<file path="config.mk">
export PLATFORM = sky130hd
export DESIGN_NAME = fp_panel_ctrl
export DESIGN_NICKNAME = d
export VERILOG_FILES = /design/src/rtl/fp_pkg.sv /design/src/rtl/fp_tick_gen.sv /design/src/rtl/fp_repeat.sv /design/src/rtl/fp_step_gen.sv /design/src/rtl/fp_panel_ctrl.sv
export SDC_FILE = /design/constraint.sdc
export NUM_CORES = 1
export LEC_CHECK = 0
export ABC_AREA = 1
export BUFFER_PORTS_ARGS = -buffer_cell sky130_fd_sc_hd__buf_2
export CORE_ASPECT_RATIO = 0.6
export CORE_MARGIN = 8
export CORE_UTILIZATION = 56
export DETAILED_ROUTE_END_ITERATION = 8
export GPL_ROUTABILITY_DRIVEN = 0
export PLACE_DENSITY = 0.83
export SYNTH_ARGS = -nofsm -noshare
export SYNTH_HDL_FRONTEND = slang
export SYNTH_SLANG_ARGS = --single-unit
</file>
<file path="constraint.sdc">
create_clock -name clk -period 6.4 [get_ports clk]
set_input_delay 0 -clock clk [delete_from_list [all_inputs] [get_ports clk]]
set_output_delay 0 -clock clk [all_outputs]
set_load 0.005 [all_outputs]
</file>
<file path="src/rtl/fp_pkg.sv">
package fp_pkg;

    localparam int LEVEL_W   = 3;
    localparam int MAX_LEVEL = 5;
    localparam int PERIOD_W  = 14;
    localparam int NUM_REGS  = 8;
    localparam int REG_W     = 8;
    localparam int IDX_W     = $clog2(NUM_REGS);
    localparam int NAV_N     = 4;

    typedef logic [LEVEL_W-1:0]  level_t;
    typedef logic [IDX_W-1:0]    idx_t;
    typedef logic [PERIOD_W-1:0] period_t;

    // Flag bundle from the processor, MSB first: carry .. halt
    typedef struct packed {
        logic c;
        logic z;
        logic s;
        logic v;
        logic h;
    } flags_t;

    // Position of each navigation button in the button vector
    typedef enum int {
        NAV_LEFT  = 0,
        NAV_RIGHT = 1,
        NAV_UP    = 2,
        NAV_DOWN  = 3
    } nav_e;

    // Step period in base ticks for each rate level (0 means stopped)
    function automatic period_t level_period(level_t lv);
        case (lv)
            3'd1:    return period_t'(8333);
            3'd2:    return period_t'(2000);
            3'd3:    return period_t'(500);
            3'd4:    return period_t'(133);
            3'd5:    return period_t'(1);
            default: return period_t'(0);
        endcase
    endfunction

    // Saturating level update, opposite requests cancel
    function automatic level_t level_next(level_t lv, logic inc, logic dec);
        if (inc && !dec && lv != level_t'(MAX_LEVEL)) return level_t'(lv + 3'd1);
        if (dec && !inc && lv != '0)                   return level_t'(lv - 3'd1);
        return lv;
    endfunction

    // Wrapping index update, opposite requests cancel
    function automatic idx_t idx_next(idx_t ix, logic inc, logic dec);
        if (inc && !dec) return idx_t'(ix + 1'b1);
        if (dec && !inc) return idx_t'(ix - 1'b1);
        return ix;
    endfunction

endpackage

</file>
<file path="src/rtl/fp_tick_gen.sv">
module fp_tick_gen #(
    parameter int TICK_CYCLES = 50000
) (
    input  logic clk,
    input  logic rst,
    output logic tick
);
    localparam int CNT_W = (TICK_CYCLES > 1) ? $clog2(TICK_CYCLES) : 1;

    logic [CNT_W-1:0] div_cnt;

    assign tick = (div_cnt == CNT_W'(TICK_CYCLES - 1));

    always_ff @(posedge clk) begin
        if (rst)       div_cnt <= '0;
        else if (tick) div_cnt <= '0;
        else           div_cnt <= div_cnt + 1'b1;
    end
endmodule

</file>
<file path="src/rtl/fp_repeat.sv">
module fp_repeat #(
    parameter int HOLD_TICKS = 1000,
    parameter int REP_TICKS  = 300
) (
    input  logic clk,
    input  logic rst,
    input  logic btn,
    input  logic tick,
    output logic fire
);
    localparam int LIM  = (HOLD_TICKS > REP_TICKS) ? HOLD_TICKS : REP_TICKS;
    localparam int CW   = $clog2(LIM + 1);

    logic          btn_q;
    logic          first_wait;
    logic          fire_q;
    logic [CW-1:0] hold_cnt;
    logic [CW-1:0] limit;
    logic          press;
    logic          again;

    assign press = btn & ~btn_q;
    assign limit = first_wait ? CW'(HOLD_TICKS - 1) : CW'(REP_TICKS - 1);
    assign again = btn & btn_q & tick & (hold_cnt == limit);
    assign fire  = fire_q;

    always_ff @(posedge clk) begin
        if (rst) begin
            btn_q      <= 1'b0;
            first_wait <= 1'b1;
            hold_cnt   <= '0;
            fire_q     <= 1'b0;
        end else begin
            btn_q  <= btn;
            fire_q <= press | again;
            if (press) begin
                hold_cnt   <= '0;
                first_wait <= 1'b1;
            end else if (btn && tick) begin
                if (hold_cnt == limit) begin
                    hold_cnt   <= '0;
                    first_wait <= 1'b0;
                end else begin
                    hold_cnt <= hold_cnt + 1'b1;
                end
            end
        end
    end


    fire_gap_chk: assert property (@(posedge clk) disable iff (rst)
        fire |=> !fire);
endmodule

</file>
<file path="src/rtl/fp_step_gen.sv">
module fp_step_gen
    import fp_pkg::*;
(
    input  logic   clk,
    input  logic   rst,
    input  logic   tick,
    input  level_t level,
    input  logic   set_btn,
    output logic   cpu_en
);
    logic    set_q;
    logic    paused;
    logic    en_q;
    period_t rate_cnt;
    period_t period;
    logic    set_press;
    logic    stopped;
    logic    running;
    logic    due;

    assign period    = level_period(level);
    assign set_press = set_btn & ~set_q;
    assign stopped   = (level == '0);
    assign running   = !stopped && !paused;
    assign due       = running && tick && (rate_cnt >= period - period_t'(1));
    assign cpu_en    = en_q;

    always_ff @(posedge clk) begin
        if (rst) begin
            set_q    <= 1'b0;
            paused   <= 1'b0;
            en_q     <= 1'b0;
            rate_cnt <= '0;
        end else begin
            set_q <= set_btn;
            en_q  <= due | (stopped & set_press);
            if (set_press && !stopped) paused <= ~paused;
            if (!running || due) rate_cnt <= '0;
            else if (tick)       rate_cnt <= rate_cnt + 1'b1;
        end
    end


    single_step_chk: assert property (@(posedge clk) disable iff (rst)
        (cpu_en && $past(stopped)) |-> $past(set_press));


    pause_hold_chk: assert property (@(posedge clk) disable iff (rst)
        (paused && !stopped) |=> !cpu_en);
endmodule

</file>
<file path="src/rtl/fp_panel_ctrl.sv">
module fp_panel_ctrl
    import fp_pkg::*;
#(
    parameter int TICK_CYCLES = 50000,
    parameter int HOLD_TICKS  = 1000,
    parameter int REP_TICKS   = 300,
    parameter int INIT_LEVEL  = 2
) (
    input  logic                      clk,
    input  logic                      rst,
    input  logic                      btn_left,
    input  logic                      btn_right,
    input  logic                      btn_up,
    input  logic                      btn_down,
    input  logic                      btn_set,
    input  logic [4:0]                cpu_flags,
    input  logic [NUM_REGS*REG_W-1:0] reg_file,
    input  logic [REG_W-1:0]          pc,
    output logic                      cpu_en,
    output logic [7:0]                led_status,
    output logic [REG_W-1:0]          led_data,
    output logic [REG_W-1:0]          led_pc
);
    logic             tick;
    logic [NAV_N-1:0] nav_raw;
    logic [NAV_N-1:0] nav_fire;
    level_t           level;
    idx_t             idx;
    logic [2:0]       pwm_cnt;
    logic             blink;
    flags_t           fl;
    logic             clk_led;

    assign nav_raw = {btn_down, btn_up, btn_right, btn_left};

    fp_tick_gen #(.TICK_CYCLES(TICK_CYCLES)) u_tick (
        .clk  (clk),
        .rst  (rst),
        .tick (tick)
    );

    for (genvar b = 0; b < NAV_N; b++) begin : g_nav
        fp_repeat #(.HOLD_TICKS(HOLD_TICKS), .REP_TICKS(REP_TICKS)) u_rep (
            .clk  (clk),
            .rst  (rst),
            .btn  (nav_raw[b]),
            .tick (tick),
            .fire (nav_fire[b])
        );
    end

    fp_step_gen u_step (
        .clk     (clk),
        .rst     (rst),
        .tick    (tick),
        .level   (level),
        .set_btn (btn_set),
        .cpu_en  (cpu_en)
    );

    always_ff @(posedge clk) begin
        if (rst) begin
            level   <= level_t'(INIT_LEVEL);
            idx     <= '0;
            pwm_cnt <= '0;
            blink   <= 1'b0;
        end else begin
            level   <= level_next(level, nav_fire[NAV_RIGHT], nav_fire[NAV_LEFT]);
            idx     <= idx_next(idx, nav_fire[NAV_UP], nav_fire[NAV_DOWN]);
            pwm_cnt <= pwm_cnt + 1'b1;
            if (cpu_en) blink <= ~blink;
        end
    end

    assign fl         = flags_t'(cpu_flags);
    assign clk_led    = fl.h | (blink & (pwm_cnt == 3'd0));
    assign led_status = {fl.c, fl.z, fl.s, fl.v, idx, clk_led};
    assign led_data   = reg_file[REG_W*int'(idx) +: REG_W];
    assign led_pc     = pc;


    level_range_chk: assert property (@(posedge clk) disable iff (rst)
        level <= level_t'(MAX_LEVEL));


    level_step_chk: assert property (@(posedge clk) disable iff (rst)
        (level != $past(level)) |->
            ((level == $past(level) + 3'd1) || ($past(level) == level + 3'd1)));


    dim_duty_chk: assert property (@(posedge clk) disable iff (rst)
        (!cpu_flags[0] && led_status[0]) |=> (!led_status[0] || cpu_flags[0]));
endmodule

</file>
# Word level (Yosys, flattened, before mapping)
# Index checks and enable logic that the tools add are counted.
[word_totals] ff_bits=95 in_bits=84 output_inout_bits=25 wordCells=146
[classes] n_addsub=12 n_lt_le_gt_ge=1 eq_ne=11 shift=1 mux=27 bitwise=32 reduce_logical=37
[op_table] operator="$mux W10" count=8
[op_table] operator="$pmux W14 S5" count=1
[op_table] operator="$shiftx A64 B7 Y8" count=1
[op_table] operator="$add A10 B1 Y10 const B" count=4
[op_table] operator="$eq A10 B10 Y1" count=4
[op_table] operator="$mux W3" count=8
[op_table] operator="$and A1 B1 Y1" count=19
[op_table] operator="$add A16 B1 Y16 const B" count=1
[op_table] operator="$eq A16 B16 Y1 const B" count=1
[op_table] operator="$add A14 B1 Y14 const B" count=1
[op_table] operator="$ge A14 B14 Y1" count=1
[op_table] operator="$logic_and A1 B1 Y1" count=14
[op_table] operator="$sub A14 B1 Y14 const B" count=1
[op_table] operator="$reduce_or A2 Y1" count=6
[op_table] operator="$mux W1" count=10
[op_table] operator="$add A3 B1 Y3 const B" count=3
[op_table] operator="$reduce_and A2 Y1" count=4
[op_table] operator="$logic_not A1 Y1" count=7
[op_table] operator="$not A1 Y1" count=7
[op_table] operator="$eq A3 B2 Y1 const B" count=2
[op_table] operator="$eq A3 B3 Y1 const B" count=2
[op_table] operator="$logic_not A3 Y1" count=2
[op_table] operator="$or A1 B1 Y1" count=6
[op_table] operator="$sub A3 B1 Y3 const B" count=2
[op_table] operator="other kinds (5)" count=6

# Logic depth before layout (Yosys ltp)
# Gate-level depths: netlist of the first run.
[logic_depth] word_depth=9 mapped_depth=20 depth_no_buf=19

# Cells and area by module
# From an unflattened synthesis of the first run, not the netlist that was laid out.
[unflattened] cells_unflattened=909 area_unflattened_um2=6158.4
[by_module_without_submodules] module="fp_repeat" instances=4 cells_each=85 area_each_um2=639.4 seq_area_each_um2=260.2
[by_module_without_submodules] module="fp_panel_ctrl" instances=1 cells_each=248 area_each_um2=1395.1 seq_area_each_um2=200.2
[by_module_without_submodules] module="fp_step_gen" instances=1 cells_each=191 area_each_um2=1346.3 seq_area_each_um2=340.3
[by_module_without_submodules] module="fp_tick_gen" instances=1 cells_each=130 area_each_um2=859.6 seq_area_each_um2=320.3

# Worst setup path before layout of the first run
# No wires, ideal clock.
[synth_timing] path_kind="reg2reg" start="reg level[2]" end="reg u_step.rate_cnt[10]" setup_time_ns=0.115 arrival_ns=2.225 t_required_ns=6.285 slack_ns=4.061 path_stages_with_launch=19 path_buffers=2 period_less_slack_ns=2.339 path_cell_list="dfxtp_1 -> clkbuf_2 -> inv_1 -> ha_1 -> inv_1 -> nand2_1 -> nor2_1 -> nand2_1 -> ha_1 -> nand2_1 -> nor2_1 -> nand2_1 -> nor2_1 -> nor2_1 -> nand3_1 -> nand2_1 -> nand2_2 -> buf_6 -> nor2_1"
[synth_via] elab_chain_cells=7 elab_cells_between_ends=16 classes_between="1 x add/sub; 1 x order compare; 5 x eq/ne; 1 x mux; 8 x reduce/logical"
[synth_rtl] item="from (decl)" line_no="fp_panel_ctrl.sv:27" rtl="level_t level;"
[synth_rtl] item="from (signal assigned)" line_no="fp_panel_ctrl.sv:63" rtl="level <= level_t'(INIT_LEVEL);"
[synth_rtl] item="from (signal assigned)" line_no="fp_panel_ctrl.sv:68" rtl="level <= level_next(level, nav_fire[NAV_RIGHT], nav_fire[NAV_LEFT]);"
[synth_rtl] item="$eq A3 B3 Y1, or another cell as far along" line_no="fp_pkg.sv:34" rtl="case (lv)"
[synth_rtl] item="$pmux W14 S5 / $logic_not A1 Y1 (equally long branches)" line_no="fp_pkg.sv:34, fp_step_gen.sv:24"
[synth_rtl] item="$sub A14 B1 Y14 / $logic_and A1 B1 Y1 (equally long branches)" line_no="fp_step_gen.sv:25, fp_step_gen.sv:24"
[synth_rtl] item="$ge A14 B14 Y1 / $logic_and A1 B1 Y1 (equally long branches)" line_no="fp_step_gen.sv:25" rtl="assign due = running && tick && (rate_cnt >= period - period_t'(1));"
[synth_rtl] item="$logic_and A1 B1 Y1" line_no="fp_step_gen.sv:25"
[synth_rtl] item="$logic_or A1 B1 Y1 (*)" line_no="fp_step_gen.sv:38" rtl="if (!running || due) rate_cnt <= '0;"
[synth_rtl] item="$reduce_or A2 Y1 (no source line) (*)"
[synth_rtl] item="to (signal assigned)" line_no="fp_step_gen.sv:39" rtl="else if (tick) rate_cnt <= rate_cnt + 1'b1;"
[synth_rtl] item="to (decl)" line_no="fp_step_gen.sv:14" rtl="period_t rate_cnt;"
# Mark *: on every way between the ends. The rest lies on a longest branch, timed or not.
# A chain may end at the register's enable or synchronous reset.

# Worst setup path after layout of the first run
[layout_timing] start="reg idx[0]" end="out led_data[5]"
[layout_via] elab_chain_cells=1
[layout_rtl] item="from (decl)" line_no="fp_panel_ctrl.sv:28" rtl="idx_t idx;"
[layout_rtl] item="from (signal assigned)" line_no="fp_panel_ctrl.sv:69" rtl="idx <= idx_next(idx, nav_fire[NAV_UP], nav_fire[NAV_DOWN]);"
[layout_rtl] item="$shiftx A64 B7 Y8" line_no="fp_panel_ctrl.sv:78" rtl="assign led_data = reg_file[REG_W*int'(idx) +: REG_W];"
[layout_rtl] item="to (decl)" line_no="fp_panel_ctrl.sv:21" rtl="output logic [REG_W-1:0] led_data,"
# No other way between the ends.

==> summary.md, run 1 <==
The flow ran to the end, and the final reports show no timing, DRC or antenna violations. For the count of instances resized after the clock tree is built, the log shows 0. Die area: 15,400 sq um. Sequential element share of the synthesized area: 0.293.

The tools report the deepest level of the CTS H-tree as 3. The run gives 28,100 um as the wire length of the first global-routing pass. The tree built by TritonCTS fans out to 95 sinks. Clock latency on the worst-skew pair, taken at its later pin, is 0.35 ns. The number of vias after detailed routing is 6,764.

Share of the clock period used by the worst path: 0.453. Power comes to 1360 uW. The floorplan has 30 rows.

The synthesized design contains 95 register bits. The minimum setup slack among reg-to-reg paths is 3.57 ns. Top cell type's share of synthesized area: 0.293. The analysis attributes to cell leakage a power of 0.00307 uW.

The relative slew slack is 0.299, and the number of antenna repair diodes is 0. The synthesized netlist occupies a cell area of 6490 sq um. The count of synthesis-stage warnings from yosys came out at 0. In the layout the commonest cells are nand2_1, nor2_1, inv_1. The startpoint identified for the worst register-to-register timing path is level[1]$_SDFFE_PP1P_. In this run the worst path has a maximum fanout of 35.

After detailed routing, the total wire length is 16,700 um. For the first-pass detailed-route iteration total, the log shows 7. By startpoint and endpoint, the worst setup path is classified as flip-flop to output port. The smallest clock period supported by the final layout is computed as 2.90 ns. The type of destination of the critical path is an output port. The most common cell after layout, fill and taps aside is nand2_1.

The HPWL reported at the end of detailed placement is 12,700 um, and the final-report setup violation count is 0. Across the run, the number of max-cap violations was 0. The synthesized design spends more area on one cell type than any other, namely dfxtp_1. Pin placement for this block handled 109 I/O pins. The final setup TNS is 0 ns.

The clock transition at the registers of the reported paths is 0.06 ns. TritonCTS built the clock tree. At the pin with the least slew margin, the transition time is 1.05 ns.

For this design the ratio of total power to cell area is 187 nW/um^2. The vertical extent of the die was 99.4 um. The worst setup path is launched from a flip-flop. Once detail routing completed, the nets flagged for antenna violations numbered 0.

The synthesized design contains 0 enable-type register cells. The global routing usage summed across all routing layers is 0.218, and the share of the core filled with cells in the final layout is 0.644. The via count of the first global-routing pass came out at 6,007. The number of violations reported at the end of detailed-routing iteration 0 came out at 695.

Among all flip-flop cells after synthesis, the most frequent one is dfxtp_1. After detailed routing, the average wire length per cell comes to 13.0 um. The leftover overflow at the end of global routing came out at 0.

Dividing the synthesized area by the synthesized cell count gives 6.17 sq um. The tools report the CTS root buffer as clkbuf_16. The fraction of layout instances using a drive strength above 1 was 0.108. Entering global routing, the biggest net connects 36 pins.

The synthesized netlist contains 36 unique library cells. The total count of hold-check failures in the final report is 0. Once placement completed, the tool counted placed cells totaling 1,260. The synthesized instance count was 1,053; the worst hold path stage count was 0. The core region is 11,300 sq um. Fill cells in the final layout number 1,049.

For this run, design rule violations remaining after detail routing come to 0. The number of antenna violations at the first check in global routing is 0, and the horizontal die dimension is 155 um. The via count normalized by instance count came out at 5.28. The logs give 345 MHz for the upper clock frequency limit and 0.00365 ns for the clock skew after layout. The number of nets in the synthesized netlist is 1,169. Buffers added to address setup during post-CTS repair amount to 0. At the end of the flow, the number of nets in the layout was 1,232.

Compared with the post-synthesis result, the final layout area differs by 11.9%. For hold timing, the worst endpoint is led_pc[3]. For the deepest clock path buffer count, the log shows 2.

The path class of the tightest hold or removal check is input pin to output port. The logs give 0 for the final number of max-transition violations and 0.575 for the starting density of the core. The maximum VDD drop is 129 uV, and the worst path required time is 6.40 ns. The number of cells in the finished layout apart from fillers is 1,281. The number of cells traversed by the worst register-to-register path came out at 18. The endpoint identified for the worst register-to-register timing path is u_step.rate_cnt[12]$_SDFFE_PP0N_. The fraction of registers with async set/reset is 0. Setup repair after global routing left no endpoint under its margin. The tools report the TritonCTS buffer count as 9. The worst hold path begins at pc[3]. Port buffering added 84 buffers. The tools report the worst endpoint data arrival time as 2.90 ns. The smallest hold slack came out at 0.00000198 ns. By area the synthesized netlist is led by dfxtp_1, nand2_1, nor2_1.
cell type report:
class	count	area (sq um)	area share
Multi-Input combinational cell	784	3880	0.533
Sequential cell	95	1900	0.262
Inverter	137	514	0.0707
Timing Repair Buffer	89	470	0.0647
Clock buffer	10	239	0.0329
Tap cell	160	200	0.0275
Clock inverter	6	67.6	0.00929
metrics by stage:
stage                     setup WS, ns  instance area, sq um
after floorplan                   4.06                  6490
after global placement            3.76                  6910
after detailed placement          3.67                  6910
after CTS                         3.50                  7270
after global routing              3.23                  7270
final                             3.50                  7270
sequential cells by signal, indices dropped and copies added, names as in the netlist, 3 cells and up:
name,cells
g_nav.u_rep.btn_q,4
g_nav.u_rep.fire,4
g_nav.u_rep.first_wait,4
g_nav.u_rep.hold_cnt,40
idx,3
level,3
pwm_cnt,3
u_step.rate_cnt,14
u_tick.div_cnt,16
logic make-up after synthesis:
kind of cell	count (synthesis)	share of synthesized area
simple gates	578	0.375
flops	95	0.293
compound gates	136	0.109
xor+xnor	38	0.0512
fa+ha+maj	32	0.0616
buf+inv	174	0.110
report_power, final:
group	switching, uW	internal (uW)
sequential	17.5	602
combinational	113	76.4
clock	234	315
total	365	994
worst max path at each step:
stage                                                  end  cells past startpoint                  start
after CTS                                      led_data[5]                      6    idx[0]$_SDFFE_PP0P_
final                                          led_data[5]                      6    idx[0]$_SDFFE_PP0P_
after detailed placement   u_step.rate_cnt[8]$_SDFFE_PP0N_                     18  level[1]$_SDFFE_PP1P_
after global placement    u_step.rate_cnt[10]$_SDFFE_PP0N_                     16  level[0]$_SDFFE_PP0P_
after global routing                           led_data[5]                      6    idx[0]$_SDFFE_PP0P_
after floorplan           u_step.rate_cnt[10]$_SDFFE_PP0N_                     18  level[2]$_SDFFE_PP0P_
metal layers:
metal / GRT usage / share of wire / up-vias
li1: - / - / 3463
met1: 0.306 / 0.49 / 2996
met2: 0.320 / 0.40 / 280
met3: 0.0584 / 0.093 / 25
met4: 0.0592 / 0.020 / 0
met5: 0 / 0 / -
cell usage after synthesis (all sizes together), types with 2 or more instances:
library cell	instances
nand2	258
nor2	201
inv	136
dfxtp	95
nand3	79
a21oi	63
o21ai	53
ha	32
nand4	21
xnor2	21
clkbuf	19
buf	18
xor2	17
o22ai	16
nor3	11
nor4	3
nor3b	2
or2	2
repair_timing:
action                                  4_1_cts  5_1_grt
endpoints found under the setup margin        0        0
hold endpoints to repair                      6        0
hold buffers                                  5        0
critical path, cell delays in order (launching register included):
cell	delay (ns)
dfxtp_1	1.01
inv_1	0.71
o21ai_0	0.38
o22ai_1	0.13
nand2_1	0.11
nand2_1	0.07
buf_2	0.13
Power figures use the tool's default switching activity.
==> run 2, diff against run 1 <==
==> constraint.sdc (replaced) <==
create_clock -name clk -period 3 [get_ports clk]
set_input_delay 0 -clock clk [delete_from_list [all_inputs] [get_ports clk]]
set_output_delay 0 -clock clk [all_outputs]
set_load 0.005 [all_outputs]
==> summary.md, run 2 (synthesized netlist as in run 1, its figures left out) <==
The flow ran to the end, and the final reports show no timing, DRC or antenna violations. The worst setup path is launched from a flip-flop. The global routing usage summed across all routing layers came out at 0.213. For the wire length of the first global-routing pass, the log shows 27,500 um. The largest fanout on the critical path is 14, and the number of top-level design ports is 109. The worst hold path begins at pc[3]. Summing all non-filler instances in the final layout gives an area of 7290 sq um.

The share of the core filled with cells in the final layout is 0.645. In the routed design, unresolved DRC markers number 0. Once placement finished, the instance area stood at 6940 sq um. The fraction of layout instances using a drive strength above 1 was 0.112; the TritonCTS sink count was 95. The tools report the CTS root buffer as clkbuf_16. The final setup TNS was 0 ns; the via count normalized by instance count was 5.20. No sink is reached through more buffers than the 2 on the longest clock path. Count of buffers added by post-CTS timing repair for setup: 0. The relative slew slack came out at 0.492.

The worst register-to-register path ends at u_step.rate_cnt[6]$_SDFFE_PP0N_. The worst hold path was traced through 0 stages. Buffers placed on the I/O ports in this run total 84. The portion of total power attributed to the clock network was 0.386; the number of violations reported at the end of detailed-routing iteration 0 was 563. For the worst setup path, the data arrival time is 2.96 ns. The pin count of the biggest net entering global routing is 35. Across all register-to-register paths, the minimum setup slack is 0.27 ns. The slew of the pin with the lowest slew margin works out to 0.761 ns. Type of destination of the critical path: a flip-flop. The leakage power is 0.00309 uW. The cell with the biggest individual delay on the critical path is dfxtp_1. Largest stage delay on the critical path: 0.45 ns. The TritonCTS buffer count is 9. The power density relative to cell area came out at 388 nW/um^2.

The run gives 367 MHz as the upper clock frequency limit. Starting density of the core: 0.575. Detailed placement ended at an HPWL of 12,800 um. The worst hold-check path type was input pin to output port.

The final routed wirelength across all metal layers was 16,300 um; the net switching power was 766 uW. The most numerous cell type found on the critical path is nand2_1. After detailed routing, the average wire length per cell comes to 12.7 um. Setup violations remaining at the end of the flow were counted as 0.

The H-tree was split into 3 levels. The count of antenna-violating nets left after detailed routing was 0. For the relative contribution of sequential cells to total power, the log shows 0.461.

In the layout the commonest cells are nand2_1, nor2_1, inv_1. The register with the most flip-flops in the layout has 40 of them. The total count of hold-check failures in the final report was 0. The final route contains 6,688 vias. The worst register-to-register path has a depth of 16.

The total power consumption of the routed design was 2830 uW. The clock period minus worst slack is 2.73 ns. TritonCTS built the clock tree.

Setup repair after global routing left no endpoint under its margin. The part of the power in combinational logic is 0.154. Kind of critical path: flip-flop to flip-flop.

The worst path required time is 3.23 ns, and the internal portion of total power is 2060 uW. Fill cells in the final layout number 1,051. The share of the clock period used by the worst path is 0.909, and the final number of max-transition violations is 0. The clock reaches the later pin of the worst-skew pair after 0.34 ns. The run gives 0.00000226 ns as the smallest hold slack.

Compared with the post-synthesis result, the final layout area differs by 12.2%. Measured along the x axis, the die boundary spans 155 um. The row count is 30, and the vertical extent of the die is 99.4 um. Beginning of the worst register-to-register path: level[2]$_SDFFE_PP0P_.

After clock tree synthesis, the clock-pin slew on the worst setup and hold paths is 0.07 ns. The top register by number of flip-flops is g_nav.u_rep.hold_cnt. The floorplan step defined a die boundary enclosing 15,400 sq um. The most common cell after layout, fill and taps aside is nand2_1.

The largest delay contributor family on the critical path was simple AND/OR/NAND/NOR gates. The logs give 0 for the number of antenna violations at the first check in global routing and 0 for the leftover overflow at the end of global routing. After floorplanning, the core was sized to cover 11,300 sq um.

0 antenna diodes ended up in the layout. Switching part of the total: 0.271. For the final database, setup skew stands at 0.00392 ns. The tool flagged a number of max-cap violations equal to 0. Counting both buffers and inverters, the worst setup path holds a total of 2. Traced cell by cell, the critical path runs through inv_1 > ha_1 > inv_1 > nand2_1 > nor2_2 > nand2_1 > ha_1 > nand2_1 > nor2_1 > nand2_1 > nor2_1 > nor2_1 > nand3_1 > nand2_1 > nand2_4 > nor2_1. The logs give 5,855 for the via count of the first global-routing pass and 1,236 for the number of nets in the finished design. The worst-case IR drop observed on VDD is 272 uV. First-pass detailed-route iteration total: 5.

For hold timing, the worst endpoint is led_pc[3]. The largest registers in the layout are g_nav.u_rep.hold_cnt (40), u_tick.div_cnt (16), u_step.rate_cnt (14).
## run 2: cell count changes in the layout (fill, tap and decap cells not counted), sizes merged
cell / before / now
buf: 84 / 88
clkinv: 2 / 6
clkinvlp: 2 / 0
inv: 138 / 136
bufinv: 1 / 0
clkbuf: 10 / 11
## run 2: repair_timing
item	CTS	global route
hold buffers	5	0
endpoints found under the hold margin	6	0
setup endpoints to repair	0	14
gates resized for setup	0	2
## run 2: power by group through the flow
stage,clock (uW),combinational [uW],sequential (uW)
finish,1090,434,1300
global route,1170,493,1300
CTS,1110,431,1300
detailed placement,0,422,1330
global placement,0,414,1330
floorplan,0,288,1330
## run 2: how the worst max path moves through the flow
| stage | slack, ns | start | cells after the start | end |
|---|---|---|---|---|
| 2_1_floorplan | 0.66 | level[2]$_SDFFE_PP0P_ | 18 | u_step.rate_cnt[10]$_SDFFE_PP0N_ |
| 3_3_place_gp | 0.32 | level[0]$_SDFFE_PP0P_ | 16 | u_step.rate_cnt[8]$_SDFFE_PP0N_ |
| 3_5_place_dp | 0.19 | level[2]$_SDFFE_PP0P_ | 16 | u_step.rate_cnt[6]$_SDFFE_PP0N_ |
| 4_1_cts | 0.18 | level[2]$_SDFFE_PP0P_ | 16 | u_step.rate_cnt[6]$_SDFFE_PP0N_ |
| 5_1_grt | 0.02 | level[2]$_SDFFE_PP0P_ | 16 | u_step.rate_cnt[3]$_SDFFE_PP0N_ |
| 6_report | 0.27 | level[2]$_SDFFE_PP0P_ | 16 | u_step.rate_cnt[6]$_SDFFE_PP0N_ |
## run 2: per-layer routing
metal | up-vias | GRT usage | share of wire
li1 | 3482 | - | -
met1 | 2926 | 0.301 | 0.49
met2 | 262 | 0.317 | 0.40
met3 | 18 | 0.0511 | 0.098
met4 | 0 | 0.0532 | 0.011
met5 | - | 0 | 0
## run 2: layout make-up
type | instances | area, sq um | share of cell area
well taps | 160 | 200 | 0.0275
clock inverters | 5 | 32.5 | 0.00446
repair buffers | 93 | 500 | 0.0687
inverters | 137 | 514 | 0.0706
flip-flops and latches | 95 | 1900 | 0.261
clock buffers | 11 | 253 | 0.0347
multi-input cells | 784 | 3880 | 0.533
## run 2: metrics by stage
step,std cells,worst slack [ns]
finish,1285,0.274
global route,1285,0.0204
CTS,1285,0.181
detailed placement,1264,0.187
global placement,1264,0.319
floorplan,1053,0.661
==> run 3, diff against run 2 <==
--- a/config.mk
+++ b/config.mk
@@ -9,10 +9,10 @@
 export BUFFER_PORTS_ARGS = -buffer_cell sky130_fd_sc_hd__buf_2
 export CORE_ASPECT_RATIO = 0.6
 export CORE_MARGIN = 8
-export CORE_UTILIZATION = 56
+export CORE_UTILIZATION = 40
 export DETAILED_ROUTE_END_ITERATION = 8
 export GPL_ROUTABILITY_DRIVEN = 0
-export PLACE_DENSITY = 0.83
+export PLACE_DENSITY = 0.64
 export SYNTH_ARGS = -nofsm -noshare
 export SYNTH_HDL_FRONTEND = slang
 export SYNTH_SLANG_ARGS = --single-unit
==> summary.md, run 3 (synthesized netlist as in run 1, its figures left out) <==
TritonCTS built the clock tree. STA classifies the critical path startpoint as a flip-flop. During placement, the flow inserted port buffers numbering 84.

The path with the worst hold slack has its endpoint at led_pc[4]. Across all hold checks on the routed design, the worst slack comes to 0.0000100 ns. g_nav.u_rep.hold_cnt holds more flip-flops than any other register. The horizontal die dimension is 181 um, and the max-capacitance violation count is 0.

The number of violations reported at the end of detailed-routing iteration 0 is 497, and the clock transition at the registers of the reported paths is 0.07 ns. The row count was 36. The worst setup path is of the flip-flop to flip-flop kind. The run gives 1,670 as the number of fillers in the final layout. After layout, the design draws a total of 2860 uW. Final setup TNS: 0 ns. TritonCTS buffer count: 9. In the final layout, the registers with the most flip-flops are g_nav.u_rep.hold_cnt (40), u_tick.div_cnt (16), u_step.rate_cnt (14). Setup repair after global routing left no endpoint under its margin. The via count of the first global-routing pass is 5,581, and the final routed wirelength across all metal layers is 16,700 um. No sink is reached through more buffers than the 2 on the longest clock path. Subtracting the final worst setup slack from the clock period gives 2.72 ns. The run gives 6,520 as the number of vias after detailed routing. After detailed routing, the number of remaining DRC violations is 0. STA puts the critical path data required time at 3.24 ns. The wire length of the first global-routing pass is 27,700 um, and the TritonCTS sink count is 95.

Entering global routing, the biggest net connects 36 pins. The die area is 20,700 sq um, and the via count normalized by instance count is 4.89. The power density relative to cell area was 390 nW/um^2; the count of antenna-violating nets left after detailed routing was 0. Setup violations remaining at the end of the flow were counted as 0. In this run the count of I/O pins placed on the die edge is 109.

The floorplan step set the die height to 115 um. For the final number of max-transition violations, the log shows 0. Beginning of the worst register-to-register path: level[2]$_SDFFE_PP0P_.

The logs give 13,100 um for the HPWL reported at the end of detailed placement and 1,234 for the number of nets in the finished design. The tools report the worst reg2reg path endpoint as u_step.rate_cnt[7]$_SDFFE_PP0N_. Share of the clock period used by the worst path: 0.906.

Launch instance of the worst min-delay path: pc[4]. In this run the worst hold path is classified as input pin to output port. From synthesis to final layout, the design area changed by 12.9%. The run gives 0.390 as the relative slew slack. The flow ran to the end, and the final reports show no timing, DRC or antenna violations. Deepest level of the CTS H-tree: 3. The tools report the number of antenna violations at the first check in global routing as 0.

The finished layout holds 1,332 standard cells, fillers aside. The minimum setup slack among reg-to-reg paths was 0.28 ns. The tools report the CTS root buffer as clkbuf_16.

Worst hold path stage count: 0. The fraction of layout instances using a drive strength above 1 is 0.110. Summed over all cells, the static leakage comes to 0.00308 uW.

Of all nets on the critical path, the largest fanout is 14. After detailed placement, the design holds a cell count of 1,311. The number of antenna repair diodes is 0. The worst endpoint data arrival time was 2.96 ns. The starting density of the core was 0.404.

The top cell types in the final layout, fill and taps aside, are nand2_1, nor2_1, inv_1. The slew of the pin with the lowest slew margin was 0.914 ns. Leaving out fill and tap cells, the most frequent cell in the layout is nand2_1. The logs give 0 for the leftover overflow at the end of global routing and 0.00702 ns for the clock skew after layout.

Total count of hold-check failures in the final report: 0. Static timing analysis puts the maximum clock frequency at 368 MHz. The run gives 0.160 as the global routing usage summed across all routing layers. Tracing the worst setup path back leads to its startpoint at level[2]$_SDFFE_PP0P_. The total area inside the core boundary comes to 16,100 sq um. The type of destination of the critical path was a flip-flop. The maximum VDD drop is 250 uV, and the first-pass detailed-route iteration total is 5. The number of flip-flops under the largest register name is 40. The number of cells on the worst reg-to-reg path is 16. The wire length per cell after detailed routing is 12.6 um, and the clock latency on the worst-skew pair is 0.34 ns.
## run 3: worst max-delay path, stage by stage, from the launching register on
cell and delay, ns:
dfxtp_1 0.47, inv_1 0.14, ha_1 0.25, inv_1 0.08, nand2_1 0.13, nor2_1 0.25, nand2_1 0.10, ha_1 0.31
nand2_1 0.05, nor2_1 0.16, nand2_1 0.10, nor2_1 0.10, nor2_1 0.05, nand3_1 0.09, nand2_1 0.11, nand2_4 0.18
nor2_1 0.07
## run 3: how the worst max path moves through the flow
| stage | slack [ns] | to | cells after the start |
|---|---|---|---|
| 2_1_floorplan | 0.66 | u_step.rate_cnt[10]$_SDFFE_PP0N_ | 18 |
| 3_3_place_gp | 0.35 | u_step.rate_cnt[10]$_SDFFE_PP0N_ | 16 |
| 3_5_place_dp | 0.28 | u_step.rate_cnt[7]$_SDFFE_PP0N_ | 16 |
| 4_1_cts | 0.26 | u_step.rate_cnt[7]$_SDFFE_PP0N_ | 16 |
| 5_1_grt | 0.03 | u_step.rate_cnt[2]$_SDFFE_PP0N_ | 16 |
| 6_report | 0.28 | u_step.rate_cnt[7]$_SDFFE_PP0N_ | 16 |
## run 3: timing repair
item / in CTS / in global routing
gates resized for setup: 0 / 1
endpoints found under the setup margin: 0 / 14
hold buffers: 5 / 0
buffers inserted: 0 / 0
endpoints found under the hold margin: 6 / 0
## run 3: cell type report
type / count / area, sq um / area share
multi-input combinational: 784 / 3880 / 0.529
inverter: 137 / 514 / 0.0701
tap: 209 / 262 / 0.0356
timing repair buffer: 91 / 485 / 0.0662
sequential: 95 / 1900 / 0.259
clock inverter: 7 / 65.1 / 0.00887
clock buffer: 9 / 225 / 0.0307
## run 3: layer usage
layer  share of wire  routed length [um]  GRT usage
met5               0                   0          0
met3           0.070                1170     0.0355
met1            0.55                9220      0.242
met4          0.0067                 112     0.0356
met2            0.37                6240      0.224
## run 3: stage by stage
step	worst slack, ns	utilization	cell area [sq um]
after floorplan	0.661	-	6490
after global placement	0.346	0.435	6990
after detailed placement	0.282	0.435	6990
after CTS	0.259	0.456	7330
after global routing	0.0255	0.456	7340
final	0.281	0.456	7340
## run 3: power by group
part,switching [uW],internal (uW)
Sequential,18.6,1280
Combinational,261,168
Clock,546,583
Total,826,2030
